$ cat src/rtl/ut_pkg.sv
package ut_pkg;
   // commands after the optional synchronizer
   typedef struct packed {
      logic start;
      logic stop;
      logic clr;
      logic capt;
      logic ext_lvl;
   } ut_cmd_t;

   localparam int unsigned CMD_W = $bits(ut_cmd_t);
endpackage

$ cat src/rtl/ut_sync.sv
module ut_sync #(
   parameter int unsigned W  = 1,
   parameter bit          EN = 1'b0
) (
   input  logic         clk,
   input  logic         rst_n,
   input  logic [W-1:0] d,
   output logic [W-1:0] q
);
   generate
      if (EN) begin : g_two_flop
         logic [W-1:0] s1, s2;
         always_ff @(posedge clk or negedge rst_n) begin
            if (!rst_n) begin
               s1 <= '0;
               s2 <= '0;
            end else begin
               s1 <= d;
               s2 <= s1;
            end
         end
         assign q = s2;
      end else begin : g_bypass
         assign q = d;
      end
   endgenerate
endmodule

$ cat src/rtl/ut_presc.sv
module ut_presc #(
   parameter int unsigned PS_W = 8
) (
   input  logic            clk,
   input  logic            rst_n,
   input  logic            tclk_in,
   input  logic            rise_sel,
   input  logic [PS_W-1:0] psel,
   input  logic            hold,
   output logic            tedge,
   output logic            tick
);
   logic            tclk_q;
   logic [PS_W-1:0] pcnt;
   logic            at_top;

   assign tedge  = rise_sel ? (tclk_in & ~tclk_q) : (~tclk_in & tclk_q);
   assign at_top = (pcnt == psel);
   assign tick   = tedge & at_top & ~hold;

   always_ff @(posedge clk or negedge rst_n) begin
      if (!rst_n) begin
         tclk_q <= 1'b0;
         pcnt   <= '0;
      end else begin
         tclk_q <= tclk_in;
         if (hold)
            pcnt <= '0;
         else if (tedge)
            pcnt <= at_top ? '0 : pcnt + 1'b1;
      end
   end
endmodule

$ cat src/rtl/ut_capture.sv
module ut_capture #(
   parameter int unsigned CNT_W = 16
) (
   input  logic             clk,
   input  logic             rst_n,
   input  logic             capt,
   input  logic             ext_lvl,
   input  logic [CNT_W-1:0] live,
   input  logic             flag_clr,
   output logic [CNT_W-1:0] cap_val,
   output logic             cap_flag,
   output logic             cap_evt
);
   logic ext_q;

   assign cap_evt = capt | (ext_lvl & ~ext_q);

   always_ff @(posedge clk or negedge rst_n) begin
      if (!rst_n) begin
         ext_q    <= 1'b0;
         cap_val  <= '0;
         cap_flag <= 1'b0;
      end else begin
         ext_q <= ext_lvl;
         if (cap_evt) begin
            cap_val  <= live;
            cap_flag <= 1'b1;
         end else if (flag_clr) begin
            cap_flag <= 1'b0;
         end
      end
   end
endmodule

$ cat src/rtl/univ_timer.sv
module univ_timer #(
   parameter int unsigned     CNT_W    = 16,
   parameter int unsigned     PS_W     = 8,
   parameter bit              SYNC_EN  = 1'b0,
   parameter logic [CNT_W-1:0] PER_INIT = '1
) (
   input  logic             clk,
   input  logic             rst_n,
   input  logic             tclk_in,
   input  logic             tclk_rise,
   input  logic [PS_W-1:0]  psel,
   input  logic             start,
   input  logic             stop,
   input  logic             oneshot_en,
   input  logic             wrap_en,
   input  logic             limit_en,
   input  logic             pulse_mode,
   input  logic             per_wr,
   input  logic [CNT_W-1:0] per_wdata,
   input  logic             ext_in,
   input  logic             ext_pol,
   input  logic             clr_cmd,
   input  logic             capt_cmd,
   input  logic [1:0]       flag_clr,
   output logic [CNT_W-1:0] count,
   output logic [CNT_W-1:0] capture,
   output logic             run,
   output logic             tout,
   output logic             prd_flag,
   output logic             cap_flag
);
   import ut_pkg::*;

   localparam int unsigned ST_W = 2;

   generate
      if (CNT_W < 4 || CNT_W > 32) begin : g_bad_cnt
         initial $fatal(1, "univ_timer: CNT_W out of range");
      end
      if (PS_W < 1 || PS_W > 16) begin : g_bad_ps
         initial $fatal(1, "univ_timer: PS_W out of range");
      end
   endgenerate

   ut_cmd_t          cmd_s;
   logic [CMD_W-1:0] cmd_bits;
   logic             c_start, c_stop, c_clr;
   logic             on_q, pls_q, tout_raw;
   logic [CNT_W-1:0] cnt_q, per_act, per_shd;
   logic             tedge, tick, match, load_start, cap_evt;

   ut_sync #(.W(CMD_W), .EN(SYNC_EN)) u_cmd_sync (
      .clk   (clk),
      .rst_n (rst_n),
      .d     ({start, stop, clr_cmd, capt_cmd, ext_in ^ ext_pol}),
      .q     (cmd_bits)
   );
   assign cmd_s   = ut_cmd_t'(cmd_bits);
   assign c_start = cmd_s.start;
   assign c_stop  = cmd_s.stop;
   assign c_clr   = cmd_s.clr;

   ut_presc #(.PS_W(PS_W)) u_presc (
      .clk      (clk),
      .rst_n    (rst_n),
      .tclk_in  (tclk_in),
      .rise_sel (tclk_rise),
      .psel     (psel),
      .hold     (c_clr | ~on_q),
      .tedge    (tedge),
      .tick     (tick)
   );

   assign match      = tick & (cnt_q == per_act);
   assign load_start = c_start & ~on_q & ~c_stop;

   // count register
   always_ff @(posedge clk or negedge rst_n) begin
      if (!rst_n)
         cnt_q <= '0;
      else if (c_clr)
         cnt_q <= '0;
      else if (match) begin
         if (wrap_en)
            cnt_q <= '0;
         else if (!limit_en)
            cnt_q <= cnt_q + 1'b1;
      end else if (tick)
         cnt_q <= cnt_q + 1'b1;
   end

   // shadowed period
   always_ff @(posedge clk or negedge rst_n) begin
      if (!rst_n) begin
         per_shd <= PER_INIT;
         per_act <= PER_INIT;
      end else begin
         if (per_wr)
            per_shd <= per_wdata;
         if (load_start || (match && wrap_en))
            per_act <= per_shd;
      end
   end

   // run state, pulse output, period flag
   always_ff @(posedge clk or negedge rst_n) begin
      if (!rst_n) begin
         on_q     <= 1'b0;
         pls_q    <= 1'b0;
         prd_flag <= 1'b0;
      end else begin
         if (c_stop || (match && oneshot_en))
            on_q <= 1'b0;
         else if (c_start)
            on_q <= 1'b1;

         if (match)
            pls_q <= 1'b1;
         else if (tedge)
            pls_q <= 1'b0;

         if (match)
            prd_flag <= 1'b1;
         else if (flag_clr[0])
            prd_flag <= 1'b0;
      end
   end

   ut_capture #(.CNT_W(CNT_W)) u_cap (
      .clk      (clk),
      .rst_n    (rst_n),
      .capt     (cmd_s.capt),
      .ext_lvl  (cmd_s.ext_lvl),
      .live     (cnt_q),
      .flag_clr (flag_clr[1]),
      .cap_val  (capture),
      .cap_flag (cap_flag),
      .cap_evt  (cap_evt)
   );

   assign tout_raw = pulse_mode ? pls_q : on_q;

   ut_sync #(.W(ST_W), .EN(SYNC_EN)) u_st_sync (
      .clk   (clk),
      .rst_n (rst_n),
      .d     ({on_q, tout_raw}),
      .q     ({run, tout})
   );

   assign count = cnt_q;
endmodule

$ cat config.mk
export PLATFORM = sky130hd
export DESIGN_NAME = univ_timer
export DESIGN_NICKNAME = d
export VERILOG_FILES = /design/src/rtl/ut_pkg.sv /design/src/rtl/ut_sync.sv /design/src/rtl/ut_presc.sv /design/src/rtl/ut_capture.sv /design/src/rtl/univ_timer.sv
export SDC_FILE = /design/constraint.sdc
export NUM_CORES = 1
export LEC_CHECK = 0
export BUFFER_PORTS_ARGS = -buffer_cell sky130_fd_sc_hd__buf_2
export CORE_ASPECT_RATIO = 1.5
export CORE_MARGIN = 2
export CORE_UTILIZATION = 55
export DETAILED_ROUTE_END_ITERATION = 8
export PLACE_DENSITY = 0.8
export REMOVE_ABC_BUFFERS = 1
export SYNTH_ARGS = -nofsm -noshare
export SYNTH_HDL_FRONTEND = slang
export SYNTH_SLANG_ARGS = --single-unit
$ cat constraint.sdc
create_clock -name clk -period 2.3 [get_ports clk]
set_input_delay 0.575 -clock clk [delete_from_list [all_inputs] [get_ports clk]]
set_output_delay 0.575 -clock clk [all_outputs]
set_load 0.02 [all_outputs]
==> metrics.log <==
INFO  metric antenna_found_initial = 0
INFO  metric die_area = 7470 um^2
INFO  metric synth.distinct_cells = 46
INFO  metric worstPathArrival = 2.47 ns
INFO  metric run_status = completed
INFO  metric core_area = 6530 um^2
INFO  metric total_power = 3.07 mW
INFO  metric final_layout_size_suffix_gt1_share = 51.1%
INFO  metric post_cts_buffers = 0
INFO  metric clock-root-buffer = sky130_fd_sc_hd__clkbuf_8
INFO  metric power.switching = 0.714 mW
INFO  metric netlist_instances = 305
INFO  metric regToRegSetupSlack = 0.08 ns
INFO  metric global_route_wire_length_before_repair = 12300 um
INFO  metric netlist_area = 3730 um^2
INFO  metric share_clk_of_total_power = 35.5%
INFO  metric final_hold_viol_count = 0
INFO  metric clock_tree.htree_level_count = 3
INFO  metric drt-vias-per-instance = 5.40
INFO  metric cellPowerDensity = 670 nW/um^2
INFO  metric dieHeight = 105 um
INFO  metric pins_over_their_slew_limit = 0
INFO  metric cells_along_the_critical_path = xnor2_1 -> nand4_1 -> nor4_4 -> a21bo_1 -> buf_4 -> nor2_1 -> a211o_1
INFO  metric fin_worst_skew = 0.00785 ns
INFO  metric clock_path_buffers = 2
INFO  metric timing.critical_path.from_type = flip-flop
INFO  metric clock_sink_count = 78
INFO  metric grt_start_max_net_pins = 41
INFO  metric ir_worst_vdd = 0.502 mV
INFO  metric cts.clk_slew.worst_paths = 0.08 ns
INFO  metric boundaryPins = 77
INFO  metric postRouteAntennaNets = 0
INFO  metric synth-edff-count = 0
INFO  metric worst_setup_path_category = flip-flop to flip-flop
INFO  metric cp-end-kind = flip-flop
INFO  metric postSynthAreaPerCell = 12.2 um^2
INFO  metric cts_made_buffers = 9
INFO  metric synth.yosys.warnings = 0
INFO  metric hp-class = input pin to async pin
INFO  metric routed_wirelength = 7300 um
INFO  metric crit_path_max_incr_delay = 0.54 ns
INFO  metric remaining_drc_errors = 0
INFO  metric chipWidth = 71.3 um
INFO  metric start_util = 57.1%
INFO  metric num_rows = 36
INFO  metric share_comb_of_total_power = 12.0%
INFO  metric final_critical_path_setup_slack = 0.0752 ns
INFO  metric gp_congestion = 0.829
INFO  metric area_delta_synth_final = 22.9%
INFO  metric rsz0062_at_grt = no
INFO  metric share_seq_of_total_power = 52.5%
INFO  metric endpoint_required_time_on_the_critical_path = 2.55 ns
INFO  metric final_net_count = 451
INFO  metric crit-reg2reg-launch = per_act[3]$_DFFE_PN1P_
INFO  metric ff2ff_path_depth = 7
INFO  metric leakage = 2.22 nW
INFO  metric final_period_util = 96.7%
INFO  metric detailedPlace.worstSlack = -0.148 ns
INFO  metric fin_crit = 2.22 ns
INFO  metric worst_slew_pin_slew = 0.685 ns
INFO  metric place.detailed.hpwl = 5600 um
INFO  metric setup-violations-final = 0
INFO  metric seq_cells_post_synth = 78
INFO  metric tritoncts = built
INFO  metric cts.repair.resized = 0
INFO  metric timing.critical_path.slowest_stage_cell = sky130_fd_sc_hd__dfstp_2
INFO  metric num_vias = 2639
INFO  metric detail_route.iter0.violations = 121
INFO  metric routed_wire_length_per_instance = 14.9 um
INFO  metric fmax = 449 MHz
INFO  metric ys_async_sr_fraction = 100%
INFO  metric endpoint_of_the_lowest_slack_register_to_register_path = count[12]$_DFFE_PN0P_
INFO  metric maxSlewHeadroom = 54.3%
INFO  metric power_report.internal_total = 2.36 mW
INFO  metric timing.critical_path.fanout_max = 8
INFO  metric ys.flop_type = sky130_fd_sc_hd__dfrtp_1
INFO  metric grt_overflow_total = 0
INFO  metric drtPass1Iterations = 4
INFO  metric clock_insertion_delay_worst_skew = 0.35 ns
INFO  metric n_antenna_cell = 0
INFO  metric switching_share = 23.2%
INFO  metric groute.usage.overall = 21.1%
INFO  metric drv.max_cap_violation_count = 0
INFO  metric cts_hold_buffers = 0
INFO  metric portBuffers = 76
INFO  metric grt_pass1_vias = 2630
INFO  metric ys_seq_area_share = 53.4%
power by group through the flow:
stage          Clock [mW]  Sequential (mW)  Combinational, mW
5_1_grt              1.18             1.63              0.400
6_report             1.09             1.61              0.368
4_1_cts              1.12             1.62              0.373
3_3_place_gp            0             1.63              0.355
3_5_place_dp            0             1.64              0.372
2_1_floorplan           0             1.62              0.243
layer usage:
metal / vias up / routed length [um] / track usage [%]
met3: 14 / 325 / 5.01
met4: 0 / 163 / 8.76
met5: - / 0 / 0
met1: 1267 / 2880 / 24.7
met2: 72 / 3940 / 36.3
li1: 1286 / - / -
worst max-delay path, delay by kind of cell (launching register included):
family	cells	cell delay (ns)
AOI/OAI and AO/OA	2	0.56
and+or+nand+nor	3	0.63
buffers and inverters	1	0.20
DFF	1	0.54
xor gates and xnor gates	1	0.18
synthesized netlist by cell type (4+ instances only):
master	number	area, um^2
sky130_fd_sc_hd__nor3_1	5	25.0
sky130_fd_sc_hd__inv_1	4	15.0
sky130_fd_sc_hd__nand4_1	7	43.8
sky130_fd_sc_hd__a211o_1	5	43.8
sky130_fd_sc_hd__dfrtp_1	46	1150
sky130_fd_sc_hd__dfstp_2	32	841
sky130_fd_sc_hd__nand3_1	11	55.1
sky130_fd_sc_hd__nand2_1	27	101
sky130_fd_sc_hd__o21ai_0	15	75.1
sky130_fd_sc_hd__and3_1	8	50.1
sky130_fd_sc_hd__clkbuf_1	6	22.5
sky130_fd_sc_hd__nor2_1	11	41.3
sky130_fd_sc_hd__xnor2_1	26	228
sky130_fd_sc_hd__or3_1	5	31.3
sky130_fd_sc_hd__mux2_4	10	150
sky130_fd_sc_hd__mux2_2	39	439
how the worst max path moves through the flow:
stage	startpoint	end	slack [ns]
floorplan	tclk_in	count[8]$_DFFE_PN0P_	0.04
global placement	tclk_in	count[2]$_DFFE_PN0P_	-0.05
detailed placement	tclk_in	count[2]$_DFFE_PN0P_	-0.15
CTS	per_act[3]$_DFFE_PN1P_	count[12]$_DFFE_PN0P_	0.09
global route	u_presc.pcnt[1]$_DFFE_PN0P_	count[2]$_DFFE_PN0P_	0.001
finish	per_act[3]$_DFFE_PN1P_	count[12]$_DFFE_PN0P_	0.08
kinds of logic after synthesis:
| family | count (synthesis) | share of synthesized area, % |
|---|---|---|
| simple gates | 91 | 13.5 |
| mux | 50 | 16.1 |
| fa+ha+maj | 2 | 0.671 |
| buf+inv | 17 | 2.28 |
| compound gates | 38 | 7.28 |
| xor+xnor | 29 | 6.81 |
| flops | 78 | 53.4 |
cells in the final DEF (no fill, tap or decap), types with 9 or more instances in the layout:
cell type                  netlist  final
sky130_fd_sc_hd__nand2_1        27     27
sky130_fd_sc_hd__o21ai_0        15     15
sky130_fd_sc_hd__xnor2_1        26     26
sky130_fd_sc_hd__clkbuf_8        0      9
sky130_fd_sc_hd__mux2_2         39     39
sky130_fd_sc_hd__nand3_1        11     11
sky130_fd_sc_hd__mux2_4         10     10
sky130_fd_sc_hd__buf_4           0     29
sky130_fd_sc_hd__dfstp_2        32     32
sky130_fd_sc_hd__dfrtp_1        46     46
sky130_fd_sc_hd__nor2_1         11     11
sky130_fd_sc_hd__buf_2           3     75
layout make-up:
cell class	instances	area [um^2]
fill	498	1950
tap	76	95.1
clock buffer	9	124
clock inverter	7	87.6
inverter	4	15.0
sequential	78	1990
multi-input combinational	210	1660
timing repair buffer	105	613
through the flow:
step | instances | utilization [%] | area (um^2) | TNS [ns] | hold WS, ns
floorplan | 292 | - | 3660 | 0 | 0.279
global placement | 473 | 67.0 | 4370 | -0.387 | 0.459
detailed placement | 473 | 67.0 | 4370 | -2.30 | 0.468
CTS | 489 | 70.2 | 4580 | 0 | 0.177
global route | 489 | 70.2 | 4580 | 0 | 0.201
finish | 489 | 70.2 | 4580 | 0 | 0.173
state kept, by name (all words and copies together) (netlist names):
signal,flops
count,16
per_act,16
per_shd,16
u_cap.cap_val,16
u_presc.pcnt,8
on_q,1
pls_q,1
prd_flag,1
u_cap.cap_flag,1
u_cap.ext_q,1
u_presc.tclk_q,1
Note: power is estimated with default switching activity, not from simulation.
